<file path="src/rtl/isp_pkg.sv">
package isp_pkg;
  typedef enum logic [1:0] {
    OP_LOAD  = 2'd0,
    OP_WRITE = 2'd1,
    OP_READ  = 2'd2
  } isp_op_e;

  localparam logic [7:0] CMD_ENABLE = 8'hAC;
  localparam logic [7:0] SYNC_BYTE  = 8'h53;
  localparam logic [7:0] CMD_LOAD   = 8'h40;
  localparam logic [7:0] CMD_WRITE  = 8'h4C;
  localparam logic [7:0] CMD_READ   = 8'h20;
endpackage

</file>
<file path="src/rtl/isp_sync.sv">
module isp_sync #(
  parameter int W      = 1,
  parameter int STAGES = 2
) (
  input  logic         clk,
  input  logic         rst,
  input  logic [W-1:0] d,
  output logic [W-1:0] q
);
  logic [STAGES-1:0][W-1:0] st_q;

  always_ff @(posedge clk) begin
    if (rst) begin
      st_q <= '0;
    end else begin
      st_q[0] <= d;
      for (int i = 1; i < STAGES; i++) st_q[i] <= st_q[i-1];
    end
  end

  assign q = st_q[STAGES-1];
endmodule

</file>
<file path="src/rtl/isp_framer.sv">
module isp_framer #(
  parameter int BYTE_W = 8,
  parameter int NBYTES = 4,
  localparam int BIT_CW  = $clog2(BYTE_W),
  localparam int BYTE_CW = $clog2(NBYTES)
) (
  input  logic               clk,
  input  logic               rst,
  input  logic               clr,
  input  logic               sck_s,
  input  logic               mosi_s,
  output logic               rise,
  output logic               fall,
  output logic [BIT_CW-1:0]  bit_cnt,
  output logic [BYTE_CW-1:0] byte_cnt,
  output logic               byte_done,
  output logic [BYTE_CW-1:0] done_idx,
  output logic [BYTE_W-1:0]  rx_byte
);
  localparam logic [BIT_CW-1:0]  LAST_BIT  = BIT_CW'(BYTE_W - 1);
  localparam logic [BYTE_CW-1:0] LAST_BYTE = BYTE_CW'(NBYTES - 1);

  logic              sck_q;
  logic [BYTE_W-2:0] sr_q;
  logic [BYTE_W-1:0] rx_next;

  assign rise    = sck_s & ~sck_q & ~clr;
  assign fall    = ~sck_s & sck_q & ~clr;
  assign rx_next = {sr_q, mosi_s};

  always_ff @(posedge clk) begin
    if (rst) begin
      sck_q     <= 1'b0;
      sr_q      <= '0;
      bit_cnt   <= '0;
      byte_cnt  <= '0;
      byte_done <= 1'b0;
      done_idx  <= '0;
      rx_byte   <= '0;
    end else if (clr) begin
      sck_q     <= sck_s;
      sr_q      <= '0;
      bit_cnt   <= '0;
      byte_cnt  <= '0;
      byte_done <= 1'b0;
    end else begin
      sck_q     <= sck_s;
      byte_done <= 1'b0;
      if (rise) begin
        sr_q <= rx_next[BYTE_W-2:0];
        if (bit_cnt == LAST_BIT) begin
          bit_cnt   <= '0;
          byte_done <= 1'b1;
          done_idx  <= byte_cnt;
          rx_byte   <= rx_next;
          byte_cnt  <= (byte_cnt == LAST_BYTE) ? '0 : byte_cnt + 1'b1;
        end else begin
          bit_cnt <= bit_cnt + 1'b1;
        end
      end
    end
  end


  done_after_rise_chk: assert property (@(posedge clk) disable iff (rst)
    byte_done |-> $past(rise));


  clr_zeroes_counters_chk: assert property (@(posedge clk) disable iff (rst)
    clr |=> (bit_cnt == '0 && byte_cnt == '0 && !byte_done));
endmodule

</file>
<file path="src/rtl/isp_txshift.sv">
module isp_txshift #(
  parameter int BYTE_W = 8
) (
  input  logic              clk,
  input  logic              rst,
  input  logic              clr,
  input  logic              fall,
  input  logic              load,
  input  logic [BYTE_W-1:0] load_val,
  output logic              miso
);
  logic [BYTE_W-1:0] sr_q;

  always_ff @(posedge clk) begin
    if (rst || clr) begin
      sr_q <= '0;
    end else if (fall) begin
      if (load) sr_q <= load_val;
      else      sr_q <= {sr_q[BYTE_W-2:0], 1'b0};
    end
  end

  assign miso = sr_q[BYTE_W-1];


  miso_on_fall_chk: assert property (@(posedge clk) disable iff (rst)
    !$stable(miso) |-> ($past(fall) || $past(clr)));
endmodule

</file>
<file path="src/rtl/isp_slave.sv">
module isp_slave #(
  parameter int SYNC_STAGES = 2,
  parameter int BYTE_W      = 8,
  localparam int NBYTES  = 4,
  localparam int ADDR_W  = 2 * BYTE_W,
  localparam int BIT_CW  = $clog2(BYTE_W),
  localparam int BYTE_CW = $clog2(NBYTES)
) (
  input  logic              clk,
  input  logic              rst,
  input  logic              sck_pin,
  input  logic              mosi_pin,
  input  logic              prog_rst_pin,
  input  logic [BYTE_W-1:0] rd_data,
  output logic              miso,
  output logic              req_valid,
  output logic [1:0]        req_op,
  output logic [ADDR_W-1:0] req_addr,
  output logic [BYTE_W-1:0] req_wdata
);
  import isp_pkg::*;

  logic               sck_s, mosi_s, prst_s;
  logic               rise, fall, byte_done;
  logic [BIT_CW-1:0]  bit_cnt;
  logic [BYTE_CW-1:0] byte_cnt, done_idx;
  logic [BYTE_W-1:0]  rx_byte, tx_val;
  logic [BYTE_W-1:0]  b0_q, b1_q, b2_q;
  logic               enabled_q, rd_pend_q;

  isp_sync #(.W(3), .STAGES(SYNC_STAGES)) u_sync (
    .clk (clk),
    .rst (rst),
    .d   ({prog_rst_pin, sck_pin, mosi_pin}),
    .q   ({prst_s, sck_s, mosi_s})
  );

  isp_framer #(.BYTE_W(BYTE_W), .NBYTES(NBYTES)) u_framer (
    .clk       (clk),
    .rst       (rst),
    .clr       (prst_s),
    .sck_s     (sck_s),
    .mosi_s    (mosi_s),
    .rise      (rise),
    .fall      (fall),
    .bit_cnt   (bit_cnt),
    .byte_cnt  (byte_cnt),
    .byte_done (byte_done),
    .done_idx  (done_idx),
    .rx_byte   (rx_byte)
  );

  always_comb begin
    tx_val = '0;
    if (byte_cnt == BYTE_CW'(2) && b0_q == CMD_ENABLE)
      tx_val = b1_q;
    else if (byte_cnt == BYTE_CW'(3) && rd_pend_q)
      tx_val = rd_data;
  end

  isp_txshift #(.BYTE_W(BYTE_W)) u_tx (
    .clk      (clk),
    .rst      (rst),
    .clr      (prst_s),
    .fall     (fall),
    .load     (bit_cnt == '0),
    .load_val (tx_val),
    .miso     (miso)
  );

  always_ff @(posedge clk) begin
    if (rst) begin
      req_op    <= OP_LOAD;
      req_addr  <= '0;
      req_wdata <= '0;
    end
    if (rst || prst_s) begin
      enabled_q <= 1'b0;
      rd_pend_q <= 1'b0;
      req_valid <= 1'b0;
      b0_q      <= '0;
      b1_q      <= '0;
      b2_q      <= '0;
    end else begin
      req_valid <= 1'b0;
      if (byte_done) begin
        case (done_idx)
          BYTE_CW'(0): b0_q <= rx_byte;
          BYTE_CW'(1): b1_q <= rx_byte;
          BYTE_CW'(2): begin
            b2_q <= rx_byte;
            if (enabled_q && b0_q == CMD_READ) begin
              req_valid <= 1'b1;
              req_op    <= OP_READ;
              req_addr  <= {b1_q, rx_byte};
              req_wdata <= '0;
              rd_pend_q <= 1'b1;
            end
          end
          default: begin
            rd_pend_q <= 1'b0;
            if (b0_q == CMD_ENABLE) begin
              enabled_q <= enabled_q | (b1_q == SYNC_BYTE);
            end else if (enabled_q && (b0_q == CMD_LOAD || b0_q == CMD_WRITE)) begin
              req_valid <= 1'b1;
              req_op    <= (b0_q == CMD_LOAD) ? OP_LOAD : OP_WRITE;
              req_addr  <= {b1_q, b2_q};
              req_wdata <= rx_byte;
            end
          end
        endcase
      end
    end
  end


  req_single_cycle_chk: assert property (@(posedge clk) disable iff (rst)
    req_valid |=> !req_valid);


  req_needs_link_chk: assert property (@(posedge clk) disable iff (rst)
    req_valid |-> $past(enabled_q));


  no_req_in_prst_chk: assert property (@(posedge clk) disable iff (rst)
    prst_s |=> (!req_valid && !enabled_q));


  req_fields_hold_chk: assert property (@(posedge clk) disable iff (rst)
    !req_valid |-> ($stable(req_addr) && $stable(req_op) && $stable(req_wdata)));
endmodule

</file>
<file path="config.mk">
export PLATFORM = sky130hd
export DESIGN_NAME = isp_slave
export DESIGN_NICKNAME = d
export VERILOG_FILES = /design/src/rtl/isp_pkg.sv /design/src/rtl/isp_sync.sv /design/src/rtl/isp_framer.sv /design/src/rtl/isp_txshift.sv /design/src/rtl/isp_slave.sv
export SDC_FILE = /design/constraint.sdc
export NUM_CORES = 1
export LEC_CHECK = 0
export BUFFER_PORTS_ARGS = -buffer_cell sky130_fd_sc_hd__buf_2
export CAP_MARGIN = 40
export CORE_ASPECT_RATIO = 0.8
export CORE_MARGIN = 1
export CORE_UTILIZATION = 60
export CTS_CLUSTER_DIAMETER = 50
export DETAILED_ROUTE_END_ITERATION = 8
export HOLD_SLACK_MARGIN = 0.05
export PLACE_DENSITY = 0.92
export SLEW_MARGIN = 20
export SYNTH_ARGS = -nofsm -noshare
export SYNTH_HDL_FRONTEND = slang
export SYNTH_SLANG_ARGS = --single-unit
</file>
<file path="constraint.sdc">
create_clock -name clk -period 5.2 [get_ports clk]
set_input_delay 1.04 -clock clk [delete_from_list [all_inputs] [get_ports clk]]
set_output_delay 1.04 -clock clk [all_outputs]
set_load 0.05 [all_outputs]
</file>
==> summary.md <==
| Metric | Value |
|---|---|
| Power density over the cells | between 300 and 400 nW/um2 |
| Port-buffer cells | 40 |
| Worst Path Buf+Inv | 1 |
| Most area-consuming cells after synthesis | dfxtp_1, nand2_1, a21oi_1 |
| Setup CP Type | in2reg |
| Vias in the first global route | roughly 2700 |
| CP peak stage delay | around 540 ps |
| Nets | 418 |
| Clock slew at the register clock pins of the worst setup and hold paths | about 80 ps |
| Critical hold path startpoint | req_addr[0]$_DFF_P_ |
| Maximum buffer depth of the clock tree | 2 |
| Worst reg2reg endpoint | req_wdata[1]$_DFF_P_ |
| Most frequent cells after synthesis | dfxtp_1, nand2_1, a21oi_1 |
| Most instantiated library cell after synthesis | dfxtp_1 |
| Peak supply drop | between 0.0002 and 0.0003 V |
| CP max-delay cell | or4b_4 |
| Total clock buffers created by CTS | 9 |
| Boundary pin count | 41 |
| Type of the most critical hold path | reg2reg |
| Routed wire length per instance | ~16 um |
| Total chip power | approximately 0.0013 W |
| Synth Net Count | 386 |
| Routed Antenna Nets | 0 |
| DRC marker count from the first detailed-route iteration | approximately 180 |
| RePlAce Congestion | approximately 0.84 |
| Ordered cell list for the critical path | buf_2, or4b_4, nor4_4, a31o_4, a22o_1 |
| Share of final-layout standard cells stronger than drive strength 1 | around 17% |
| Post-synthesis instance area | 3560 um2 |
| Outcome | finished clean |
| TritonRoute pass-1 iters | 4 |
| Number of library cell types mapped by synthesis | 47 |
| H-tree depth | 3 |
| Average instance area after synthesis | approximately 9.7 um2 |
| Leak | 1.61 nW |
| Post-Route Skew | roughly 6.4 ps |
| Commonest register cell after synthesis | dfxtp_1 |
| Total congestion overflow after global routing | 0 |
| Sequential-to-total area share from yosys stat | between 50% and 60% |
| Family of cells with the greatest summed delay on the critical path | simple AND/OR/NAND/NOR gates |
| CP Data Required Time | between 5000 and 6000 ps |
| Slew of the pin with the lowest slew margin | 827 ps |
| Worst Hold Margin | about 450 ps |
| Portion of synthesized cell area occupied by the leading cell type | about half |
| Number of core rows | 24 |
| Number of enable flip-flop cells after synthesis | 0 |
| Area Overhead vs Synth | 12.1% |
| Async set-reset flop share out of synthesis | 0% |
| Core area | roughly 5600 um2 |
| HPWL reported at the end of detailed placement | 5.34 mm |
| Finish-stage setup viols | 0 |
| Number of sinks on the clock net | 91 |
| GRT Util Overall | 26.8% |
| Die outline width | approximately 88 um |
| Number of standard cells after synthesis | about 370 |
| Initial standard-cell utilization of the core | between 60% and 70% |
| Flop and latch count out of synthesis | slightly above 90 |
| Clk root buf | clkbuf_8 |
| CTS hold repair buffers | 0 |
| TritonCTS clock tree | yes |
| Max-cap check violation count | 0 |
| Worst-skew pair later-pin latency | around 350 ps |
| Total Neg Setup Slack | 0 ps |
| Worst-case hold path end point | req_addr[0]$_DFF_P_ |
| Setup Buffers After CTS | 0 |
| Wire length of the first global-routing pass | between 10 and 15 mm |
| Total wire length after detailed routing | between 7 and 8 mm |
| Unrepaired setup endpoints after global routing | false |
| Area of the die | between 6000 and 7000 um2 |
| Number of cells traversed by the worst register-to-register path | 6 |
| Startpoint of the most critical register-to-register path | b0_q[7]$_SDFFE_PP0P_ |
| Die Height | 70.9 um |
| Number of max-slew violations in the final report | 0 |
| Count of inserted antenna diode cells | 0 |
| PostCTS Resize Cnt | 0 |
| Yosys Warn Count | 0 |
| Via count | 2899 |
| Crit path max fanout | 23 |
| Max-slew headroom at the worst pin | 44.3% |
| Final period util | a little under half |
| CP Launch Type | input pin |
| Area leader, netlist | dfxtp_1 |
| Vias/cell | ~6 |
| Arrival time worst endpoint | roughly 2700 ps |
| Max Fclk | between 400 and 500 MHz |
| Endpoint kind of the worst setup timing path | register |
| Number of antenna violations at the first check in global routing | 0 |
| Worst reg-to-reg setup slack | ~3200 ps |
| Final Hold Violating Endpoints | 0 |
| Minimum clock period after layout | around 2400 ps |
| Hold Path Cell Cnt | 1 |
| Residual DRC count | 0 |
| Pin count of the biggest net entering global routing | 38 |
==> report_power, final <==
part	switching [W]	leakage, nW	internal, W
clock	0.000237	0.108	0.000279
combinational	0.0000226	0.770	0.0000106
sequential	0.00000318	0.734	0.000701
==> how the worst max path moves through the flow <==
stage | slack [ps] | depth (start not counted) | endpoint | from
after floorplan | 2900 | 5 | req_addr[10]$_DFF_P_ | rst
after global placement | 2470 | 5 | req_addr[15]$_DFF_P_ | rst
after detailed placement | 2440 | 5 | req_addr[14]$_DFF_P_ | rst
after CTS | 2810 | 5 | req_addr[9]$_DFF_P_ | rst
after global routing | 2710 | 5 | req_addr[14]$_DFF_P_ | rst
final | 2790 | 5 | req_addr[14]$_DFF_P_ | rst
==> flip-flops by register name, indices dropped and copies added, names as in the netlist, 2 cells and up <==
signal / cells
u_sync.q: 3
req_addr: 16
u_tx.sr_q: 8
req_wdata: 8
u_sync.st_q: 3
u_framer.sr_q: 7
b0_q: 8
req_op: 2
u_framer.done_idx: 2
b2_q: 8
u_framer.byte_cnt: 2
b1_q: 8
u_framer.bit_cnt: 3
u_framer.rx_byte: 8
==> area by class of cell <==
type,instances,area (um2)
tap,78,97.6
fill,434,1600
inverter,7,26.3
timing repair buffer,45,238
clock inverter,5,77.6
clock buffer,10,138
sequential,91,1820
multi-input combinational,246,1590
==> placed cells by master, fill, tap and decap left out, drive strengths merged, types with 2 or more instances in the layout <==
cell type	synthesis	layout
or2	2	2
o21a	3	3
nor2b	9	9
dfxtp	91	91
nor2	27	27
ha	5	5
nor4b	3	3
a21o	8	8
a21oi	33	33
buf	11	45
a22o	17	17
o2111ai	8	8
clkbuf	13	10
nor3b	4	4
a31oi	7	7
o221ai	7	7
nor4	2	2
inv	7	7
nand2	58	58
nor3	3	3
clkinv	0	2
a32o	8	8
bufinv	0	2
mux2i	16	16
nand3	7	7
nand3b	3	3
==> metal layers <==
metal	track usage (%)	vias to the layer above	wire length (um)
met2	43.2	115	3700
met5	0	-	0
met1	35.0	1381	3510
li1	-	1389	-
met4	7.35	0	113
met3	7.93	14	590
==> through the flow <==
| stage | cells | worst slack [ps] | util, % | cell area [um2] |
|---|---|---|---|---|
| 2_1_floorplan | 368 | 2900 | - | 3560 |
| 3_3_place_gp | 467 | 2470 | 67.5 | 3770 |
| 3_5_place_dp | 467 | 2440 | 67.5 | 3770 |
| 4_1_cts | 482 | 2810 | 71.4 | 3990 |
| 5_1_grt | 482 | 2710 | 71.4 | 3990 |
| 6_report | 482 | 2790 | 71.4 | 3990 |
==> logic make-up (layout without fill, tap and decap cells) <==
| family | count (synthesis) | in the layout | share of synthesized area (%) |
|---|---|---|---|
| muxes | 16 | 16 | 4.50 |
| DFF | 91 | 91 | 51.2 |
| AOI/OAI and AO/OA | 96 | 96 | 19.8 |
| and+or+nand+nor | 128 | 128 | 18.3 |
| xor gates and xnor gates | 1 | 1 | 0.246 |
| buffers and inverters | 31 | 67 | 4.12 |
| adders and majority gates | 5 | 5 | 1.76 |
Note: power is estimated with default switching activity, not from simulation.
